## src/rtl/ewc_pkg.sv

```systemverilog
package ewc_pkg;
  // Polarity of the edge the block is waiting for.
  typedef enum logic {
    AWAIT_FALL = 1'b0,
    AWAIT_RISE = 1'b1
  } await_pol_e;

  localparam int unsigned MIN_SYNC_STAGES = 2;
endpackage

```

## src/rtl/ewc_rst_sync.sv

```systemverilog
module ewc_rst_sync (
  input  logic clk,
  input  logic rst_async_n,
  output logic rst_sync_n
);
  logic [1:0] stage_q;

  always_ff @(posedge clk or negedge rst_async_n) begin
    if (!rst_async_n) stage_q <= 2'b00;
    else              stage_q <= {stage_q[0], 1'b1};
  end

  assign rst_sync_n = stage_q[1];
endmodule

```

## src/rtl/ewc_sync.sv

```systemverilog
module ewc_sync #(
  parameter int unsigned STAGES = 2
) (
  input  logic clk,
  input  logic rst_n,
  input  logic d_in,
  output logic q_out
);
  logic [STAGES-1:0] chain_q;

  generate
    for (genvar s = 0; s < STAGES; s++) begin : g_stage
      if (s == 0) begin : g_first
        always_ff @(posedge clk or negedge rst_n) begin
          if (!rst_n) chain_q[0] <= 1'b0;
          else        chain_q[0] <= d_in;
        end
      end else begin : g_next
        always_ff @(posedge clk or negedge rst_n) begin
          if (!rst_n) chain_q[s] <= 1'b0;
          else        chain_q[s] <= chain_q[s-1];
        end
      end
    end
  endgenerate

  assign q_out = chain_q[STAGES-1];
endmodule

```

## src/rtl/ewc_debounce.sv

```systemverilog
module ewc_debounce
  import ewc_pkg::*;
#(
  parameter int unsigned DW = 8
) (
  input  logic          clk,
  input  logic          rst_n,
  input  logic          stb,
  input  logic          level,
  input  logic [DW-1:0] reload,
  output logic          edge_ok,
  output logic          await_pol
);
  await_pol_e    pol_q, pol_d;
  logic [DW-1:0] cnt_q, cnt_d;
  logic          primed_q, primed_d;
  logic [DW-1:0] cnt_eff;
  logic          changed;

  // Until the first strobe the counter is taken as holding the reload value.
  assign cnt_eff = primed_q ? cnt_q : reload;
  assign changed = (level == pol_q);

  always_comb begin
    pol_d    = pol_q;
    cnt_d    = cnt_eff;
    primed_d = 1'b1;
    edge_ok  = 1'b0;
    if (stb) begin
      if (!changed) begin
        cnt_d = reload;
      end else if (cnt_eff != '0) begin
        cnt_d = cnt_eff - DW'(1);
      end else begin
        cnt_d   = reload;
        pol_d   = await_pol_e'(~pol_q);
        edge_ok = 1'b1;
      end
    end
  end

  always_ff @(posedge clk or negedge rst_n) begin
    if (!rst_n) begin
      pol_q    <= AWAIT_RISE;
      cnt_q    <= '0;
      primed_q <= 1'b0;
    end else if (stb) begin
      pol_q    <= pol_d;
      cnt_q    <= cnt_d;
      primed_q <= primed_d;
    end
  end

  assign await_pol = pol_q;
endmodule

```

## src/rtl/ewc_tally.sv

```systemverilog
module ewc_tally #(
  parameter int unsigned CW = 16
) (
  input  logic          clk,
  input  logic          rst_n,
  input  logic          stb,
  input  logic          edge_ok,
  input  logic [CW-1:0] threshold,
  output logic          wake,
  output logic [CW-1:0] edges,
  output logic [CW-1:0] wakes
);
  logic [CW-1:0] edges_q, edges_d;
  logic [CW-1:0] wakes_q, wakes_d;
  logic          wake_q, wake_d;
  logic [CW-1:0] edges_inc;
  logic          upd_en;

  assign upd_en    = stb & edge_ok;
  assign edges_inc = edges_q + CW'(1);

  always_comb begin
    edges_d = edges_q;
    wakes_d = wakes_q;
    wake_d  = 1'b0;
    if (upd_en) begin
      if (edges_inc == threshold) begin
        edges_d = '0;
        wakes_d = wakes_q + CW'(1);
        wake_d  = 1'b1;
      end else begin
        edges_d = edges_inc;
      end
    end
  end

  always_ff @(posedge clk or negedge rst_n) begin
    if (!rst_n) begin
      edges_q <= '0;
      wakes_q <= '0;
    end else if (upd_en) begin
      edges_q <= edges_d;
      wakes_q <= wakes_d;
    end
  end

  // Wake flop runs every clock so the pulse is exactly one cycle wide.
  always_ff @(posedge clk or negedge rst_n) begin
    if (!rst_n) wake_q <= 1'b0;
    else        wake_q <= wake_d;
  end

  assign wake  = wake_q;
  assign edges = edges_q;
  assign wakes = wakes_q;
endmodule

```

## src/rtl/edge_wake_counter.sv

```systemverilog
module edge_wake_counter #(
  parameter int unsigned DW          = 8,
  parameter int unsigned CW          = 16,
  parameter int unsigned SYNC_STAGES = 2
) (
  input  logic          clk,
  input  logic          rst_n,
  input  logic          sample_stb,
  input  logic          raw_in,
  input  logic [DW-1:0] cfg_reload,
  input  logic [CW-1:0] cfg_threshold,
  output logic          wake_pulse,
  output logic [CW-1:0] edge_count,
  output logic [CW-1:0] wake_count
);
  localparam int unsigned STAGES_EFF =
    (SYNC_STAGES < ewc_pkg::MIN_SYNC_STAGES) ? ewc_pkg::MIN_SYNC_STAGES : SYNC_STAGES;

  logic rst_sync_n;
  logic lvl_sync;
  logic edge_ok;
  logic await_pol;

  ewc_rst_sync u_rst (
    .clk         (clk),
    .rst_async_n (rst_n),
    .rst_sync_n  (rst_sync_n)
  );

  ewc_sync #(.STAGES(STAGES_EFF)) u_sync (
    .clk   (clk),
    .rst_n (rst_sync_n),
    .d_in  (raw_in),
    .q_out (lvl_sync)
  );

  ewc_debounce #(.DW(DW)) u_deb (
    .clk       (clk),
    .rst_n     (rst_sync_n),
    .stb       (sample_stb),
    .level     (lvl_sync),
    .reload    (cfg_reload),
    .edge_ok   (edge_ok),
    .await_pol (await_pol)
  );

  ewc_tally #(.CW(CW)) u_tally (
    .clk       (clk),
    .rst_n     (rst_sync_n),
    .stb       (sample_stb),
    .edge_ok   (edge_ok),
    .threshold (cfg_threshold),
    .wake      (wake_pulse),
    .edges     (edge_count),
    .wakes     (wake_count)
  );
endmodule

```

## config.mk

```make
export PLATFORM = sky130hd
export DESIGN_NAME = edge_wake_counter
export DESIGN_NICKNAME = d
export VERILOG_FILES = /design/src/rtl/ewc_pkg.sv /design/src/rtl/ewc_rst_sync.sv /design/src/rtl/ewc_sync.sv /design/src/rtl/ewc_debounce.sv /design/src/rtl/ewc_tally.sv /design/src/rtl/edge_wake_counter.sv
export SDC_FILE = /design/constraint.sdc
export NUM_CORES = 1
export LEC_CHECK = 0
export ABC_AREA = 1
export BUFFER_PORTS_ARGS = -buffer_cell sky130_fd_sc_hd__buf_4
export CAP_MARGIN = 30
export CORE_MARGIN = 2
export CORE_UTILIZATION = 62
export DETAILED_ROUTE_END_ITERATION = 16
export PLACE_DENSITY = 0.87
export SLEW_MARGIN = 20
export SYNTH_ARGS = -nofsm -noshare
export SYNTH_HDL_FRONTEND = slang
export SYNTH_HIERARCHICAL = 1
export SYNTH_SLANG_ARGS = --single-unit
```

## constraint.sdc

```tcl
create_clock -name clk -period 4.2 [get_ports clk]
set_input_delay 0.63 -clock clk [delete_from_list [all_inputs] [get_ports clk]]
set_output_delay 0.63 -clock clk [all_outputs]
set_load 0.05 [all_outputs]
```

==> flow_summary.yaml <==
synth:
  yosys_warnings: 6
  postSynthRegisterBits: 47
  synth_top_cell_area_share: 0.314
  synth_fp_nets: 604
  synth_top_family_by_area: "simple AND/OR/NAND/NOR gates"
  mapped_cell_area_um2: 3670
  syn_avg_cell_area_um2: 6.41
  synth_adder_area_share: 0.0137
  yosys-mux-area-fraction: 0
  synth_simple_gate_area_frac: 0.505
  ys_top_cells_by_area: "sky130_fd_sc_hd__dfrtp_1 (31%), sky130_fd_sc_hd__nand2_1 (24%), sky130_fd_sc_hd__nand3_1 (9.0%)"
  synth_xor_xnor_area_share: 0.0191
  ys_types: 36
  cell_type_with_the_largest_total_area_after_synthesis: "sky130_fd_sc_hd__dfrtp_1"
  complex_gate_fraction_of_the_synthesized_area: 0.0454
  synth_sequential_area_ratio: 0.321
  synthesized_instance_count: 572
clocking:
  post_cts_resize_count: 0
  clock_tree_from_tritoncts: "done"
  clkSinkCount: 47
  post_cts.repair.setup_buffers: 0
  cts_buffers: 5
  clk_root_buffer_cell: "sky130_fd_sc_hd__clkbuf_8"
  ctsLongestPathBuffers: 2
  clk_latency_ns: 0.31
  clk_pin_slew_worst_paths_ns: 0.09
  ctsHtreeMaxLevel: 2
  hold_buffers: 0
power:
  leakage_nw: 2.37
  vdd_drop_max_mv: 0.442
  power.density_nw_per_um2: 486
final_layout:
  layout.nets: 664
  area_delta_synth_final_pct: 16.8
  finish.utilization: 0.736
  antenna_cells_inserted: 0
  share_of_final_layout_standard_cells_stronger_than_drive_strength_1: 0.167
route:
  post_drt_wl_per_cell_um: 13.5
  route.antenna.remaining_nets: 0
  routed_via_density: 5.57
  route.layer.met1.wl_um: 3900
  drt-initial-drc-count: 259
  wl_met2_um: 4620
  num_vias: 3943
  top_layer: "met4"
  postRouteWirelength_um: 9580
  detailed_route_wirelength_on_metal3_um: 768
  drt_pass1_iterations: 7
  detail_route.drc_violations: 0
critical_path:
  worst_path_most_repeated_cell: "sky130_fd_sc_hd__nand2_1"
  worstPathRequired_ns: 4.41
  critPathMaxStageDelay_ns: 0.62
  setup_slack_reg_to_reg_ns: 0.89
  cp-end-kind: "register"
  crit_fanout: 19
  start_kind: "register"
  critical-path-slowest-cell: "sky130_fd_sc_hd__dfrtp_1"
  path_cells: "inv_4 -> nand2_1 -> nand2_1 -> ha_1 -> nand3_1 -> nor2_2 -> nand3_1 -> nor2_1 -> nand2_1 -> buf_4 -> clkinv_1 -> nand4_1 -> nor2_1 -> nand3_1 -> nor2_1 -> nand2_1 -> nor3_1 -> nand3_1 -> nand2_1 -> nand2_1"
  rr_endpoint: "u_tally/wakes[14]"
  timing.critical_path.from: "u_deb/primed_q"
  critPathArrivalTime_ns: 3.52
  timing.setup.critical_path_class: "register to register"
  worst-path-buf-inv: 3
  worst_path_dominant_cell_family: "simple AND/OR/NAND/NOR gates"
  regToRegStartpoint: "u_deb/primed_q"
  r2r_cells: 20
sta:
  slew-limit-headroom: 0.592
  timing.setup.tns_ns: 0
  setup_repair_after_global_routing_missed_its_margin: "false"
  timing_worst_slew_pin_value_ns: 0.612
  maximum_achievable_frequency_ghz: 0.302
  clock_skew_ns: 0.00758
  timing.hold.ws_ns: 0.0889
  finalCritPeriodShare: 0.789
  slew_viol_final: 0
  hold_violations: 0
  report.final.setup_viol: 0
  shortest_period_the_worst_path_allows_ns: 3.31
floorplanning:
  core_area_um2: 5820
  fp.dieArea_um2: 6540
  die_width_um: 80.9
  row_count: 28
  io-pin-count: 61
  floorplan.die.height_um: 80.9
  floorplan.initialDensity: 0.630
placed_design:
  port_buffers: 60
  detailed_place_hpwl_um: 7120
  gp_congestion: 0.902
flow_run:
  maxCapViolations: 0
grt:
  first_global_vias: 3625
  grt_start_max_net_pins: 27
  number_of_antenna_violations_at_the_first_check_in_global_routing: 0
  gr-usage-all-layers: 0.305
  grt_remaining_overflow: 0
  grt_first_pass_wirelength_um: 15700
run_status:
  outcome: "finished, final reports clean"
hold_path:
  worstHoldPathType: "input pin to async pin"
==> final cells by class <==
class	instances	area [um^2]
multi-input cells	445	2140
fillers	479	1530
clock buffers	5	68.8
well taps	75	93.8
clock inverters	3	46.3
inverters	70	268
flip-flops and latches	47	1180
repair buffers	63	485
==> synthesized netlist by cell type <==
cell type	number
sky130_fd_sc_hd__a21oi_1	7
sky130_fd_sc_hd__and3_1	1
sky130_fd_sc_hd__buf_2	1
sky130_fd_sc_hd__buf_4	1
sky130_fd_sc_hd__buf_6	5
sky130_fd_sc_hd__clkbuf_1	3
sky130_fd_sc_hd__clkinv_1	2
sky130_fd_sc_hd__conb_1	1
sky130_fd_sc_hd__dfrtp_1	46
sky130_fd_sc_hd__dfstp_2	1
sky130_fd_sc_hd__ha_1	4
sky130_fd_sc_hd__inv_1	65
sky130_fd_sc_hd__inv_2	1
sky130_fd_sc_hd__inv_4	2
sky130_fd_sc_hd__nand2_1	230
sky130_fd_sc_hd__nand2_2	4
sky130_fd_sc_hd__nand2_4	4
sky130_fd_sc_hd__nand3_1	66
sky130_fd_sc_hd__nand3_2	2
sky130_fd_sc_hd__nand3_4	1
sky130_fd_sc_hd__nand3b_1	3
sky130_fd_sc_hd__nand4_1	27
sky130_fd_sc_hd__nand4_4	1
sky130_fd_sc_hd__nor2_1	41
sky130_fd_sc_hd__nor2_2	5
sky130_fd_sc_hd__nor2_4	8
sky130_fd_sc_hd__nor3_1	4
sky130_fd_sc_hd__nor3_4	1
sky130_fd_sc_hd__nor4_1	1
sky130_fd_sc_hd__o21ai_0	10
sky130_fd_sc_hd__o21ai_1	11
sky130_fd_sc_hd__o21ai_2	3
sky130_fd_sc_hd__or2_2	1
sky130_fd_sc_hd__or3_1	1
sky130_fd_sc_hd__xnor2_1	3
sky130_fd_sc_hd__xor2_1	5
==> per-layer routing <==
layer	track usage	up-vias
met5	0	-
met4	0.124	0
met3	0.0500	36
met2	0.531	188
met1	0.374	1771
li1	-	1948
==> power breakdown <==
part,internal [mW],switching (mW)
clock,0.179,0.162
sequential,0.536,0.104
combinational,0.330,0.769
total,1.05,1.03
==> how the worst max path moves through the flow <==
| stage | to | slack, ns | cells past startpoint |
|---|---|---|---|
| 5_1_grt | u_tally/wakes[14] | 0.60 | 20 |
| 2_1_floorplan | u_tally/wakes[14] | 1.39 | 19 |
| 3_5_place_dp | u_tally/wakes[14] | 1.05 | 20 |
| 3_3_place_gp | u_tally/wakes[14] | 1.23 | 20 |
| 4_1_cts | u_tally/wakes[14] | 1.04 | 20 |
| 6_report | u_tally/wakes[14] | 0.89 | 20 |
==> cell families after synthesis <==
| kind of cell | Yosys count |
|---|---|
| and+or+nand+nor | 401 |
| adders and majority gates | 4 |
| buffers and inverters | 80 |
| other | 1 |
| AOI/OAI and AO/OA | 31 |
| DFF | 47 |
| xor gates and xnor gates | 8 |
==> registers in the layout, summed over array words and instances, names as in the netlist <==
| signal | count |
|---|---|
| u_deb/cnt_q | 8 |
| u_deb/await_pol | 1 |
| u_tally/wake | 1 |
| u_sync/q_out | 1 |
| u_rst/stage_q | 2 |
| u_tally/wakes | 16 |
| u_sync/chain_q | 1 |
| u_deb/primed_q | 1 |
| u_tally/edges | 16 |
==> per-stage QoR <==
step | std cells | total power [mW] | instance area [um^2] | setup slack (ns)
floorplan | 572 | 1.45 | 3670 | 1.39
global placement | 699 | 1.70 | 4150 | 1.23
detailed placement | 700 | 1.73 | 4170 | 1.05
CTS | 708 | 2.08 | 4280 | 1.04
global route | 708 | 2.23 | 4280 | 0.597
finish | 708 | 2.08 | 4280 | 0.886
==> placed cells by master, fill, tap and decap left out, types with 2 or more instances in the layout <==
master,synthesis,layout
sky130_fd_sc_hd__inv_4,2,2
sky130_fd_sc_hd__xor2_1,5,5
sky130_fd_sc_hd__nor2_4,8,8
sky130_fd_sc_hd__nand2_2,4,4
sky130_fd_sc_hd__ha_1,4,4
sky130_fd_sc_hd__nand2_1,230,230
sky130_fd_sc_hd__o21ai_1,11,11
sky130_fd_sc_hd__clkbuf_8,0,5
sky130_fd_sc_hd__dfrtp_1,46,45
sky130_fd_sc_hd__o21ai_2,3,3
sky130_fd_sc_hd__nand3_2,2,2
sky130_fd_sc_hd__clkinv_1,2,2
sky130_fd_sc_hd__nor2_1,41,41
sky130_fd_sc_hd__nand3b_1,3,3
sky130_fd_sc_hd__nor2_2,5,5
sky130_fd_sc_hd__nand4_1,27,27
sky130_fd_sc_hd__a21oi_1,7,7
sky130_fd_sc_hd__xnor2_1,3,3
sky130_fd_sc_hd__inv_1,65,65
sky130_fd_sc_hd__o21ai_0,10,10
sky130_fd_sc_hd__nand3_1,66,66
sky130_fd_sc_hd__buf_4,1,62
sky130_fd_sc_hd__nor3_1,4,4
sky130_fd_sc_hd__nand2_4,4,4
==> worst reg2reg max path, cell delays in order (launching register included) <==
cell	delay, ns
sky130_fd_sc_hd__dfrtp_1	0.62
sky130_fd_sc_hd__inv_4	0.25
sky130_fd_sc_hd__nand2_1	0.08
sky130_fd_sc_hd__nand2_1	0.11
sky130_fd_sc_hd__ha_1	0.16
sky130_fd_sc_hd__nand3_1	0.09
sky130_fd_sc_hd__nor2_2	0.16
sky130_fd_sc_hd__nand3_1	0.14
sky130_fd_sc_hd__nor2_1	0.10
sky130_fd_sc_hd__nand2_1	0.05
sky130_fd_sc_hd__buf_4	0.21
sky130_fd_sc_hd__clkinv_1	0.10
sky130_fd_sc_hd__nand4_1	0.08
sky130_fd_sc_hd__nor2_1	0.21
sky130_fd_sc_hd__nand3_1	0.13
sky130_fd_sc_hd__nor2_1	0.18
sky130_fd_sc_hd__nand2_1	0.08
sky130_fd_sc_hd__nor3_1	0.24
sky130_fd_sc_hd__nand3_1	0.12
sky130_fd_sc_hd__nand2_1	0.07
sky130_fd_sc_hd__nand2_1	0.05
Note: power is estimated with default switching activity, not from simulation.
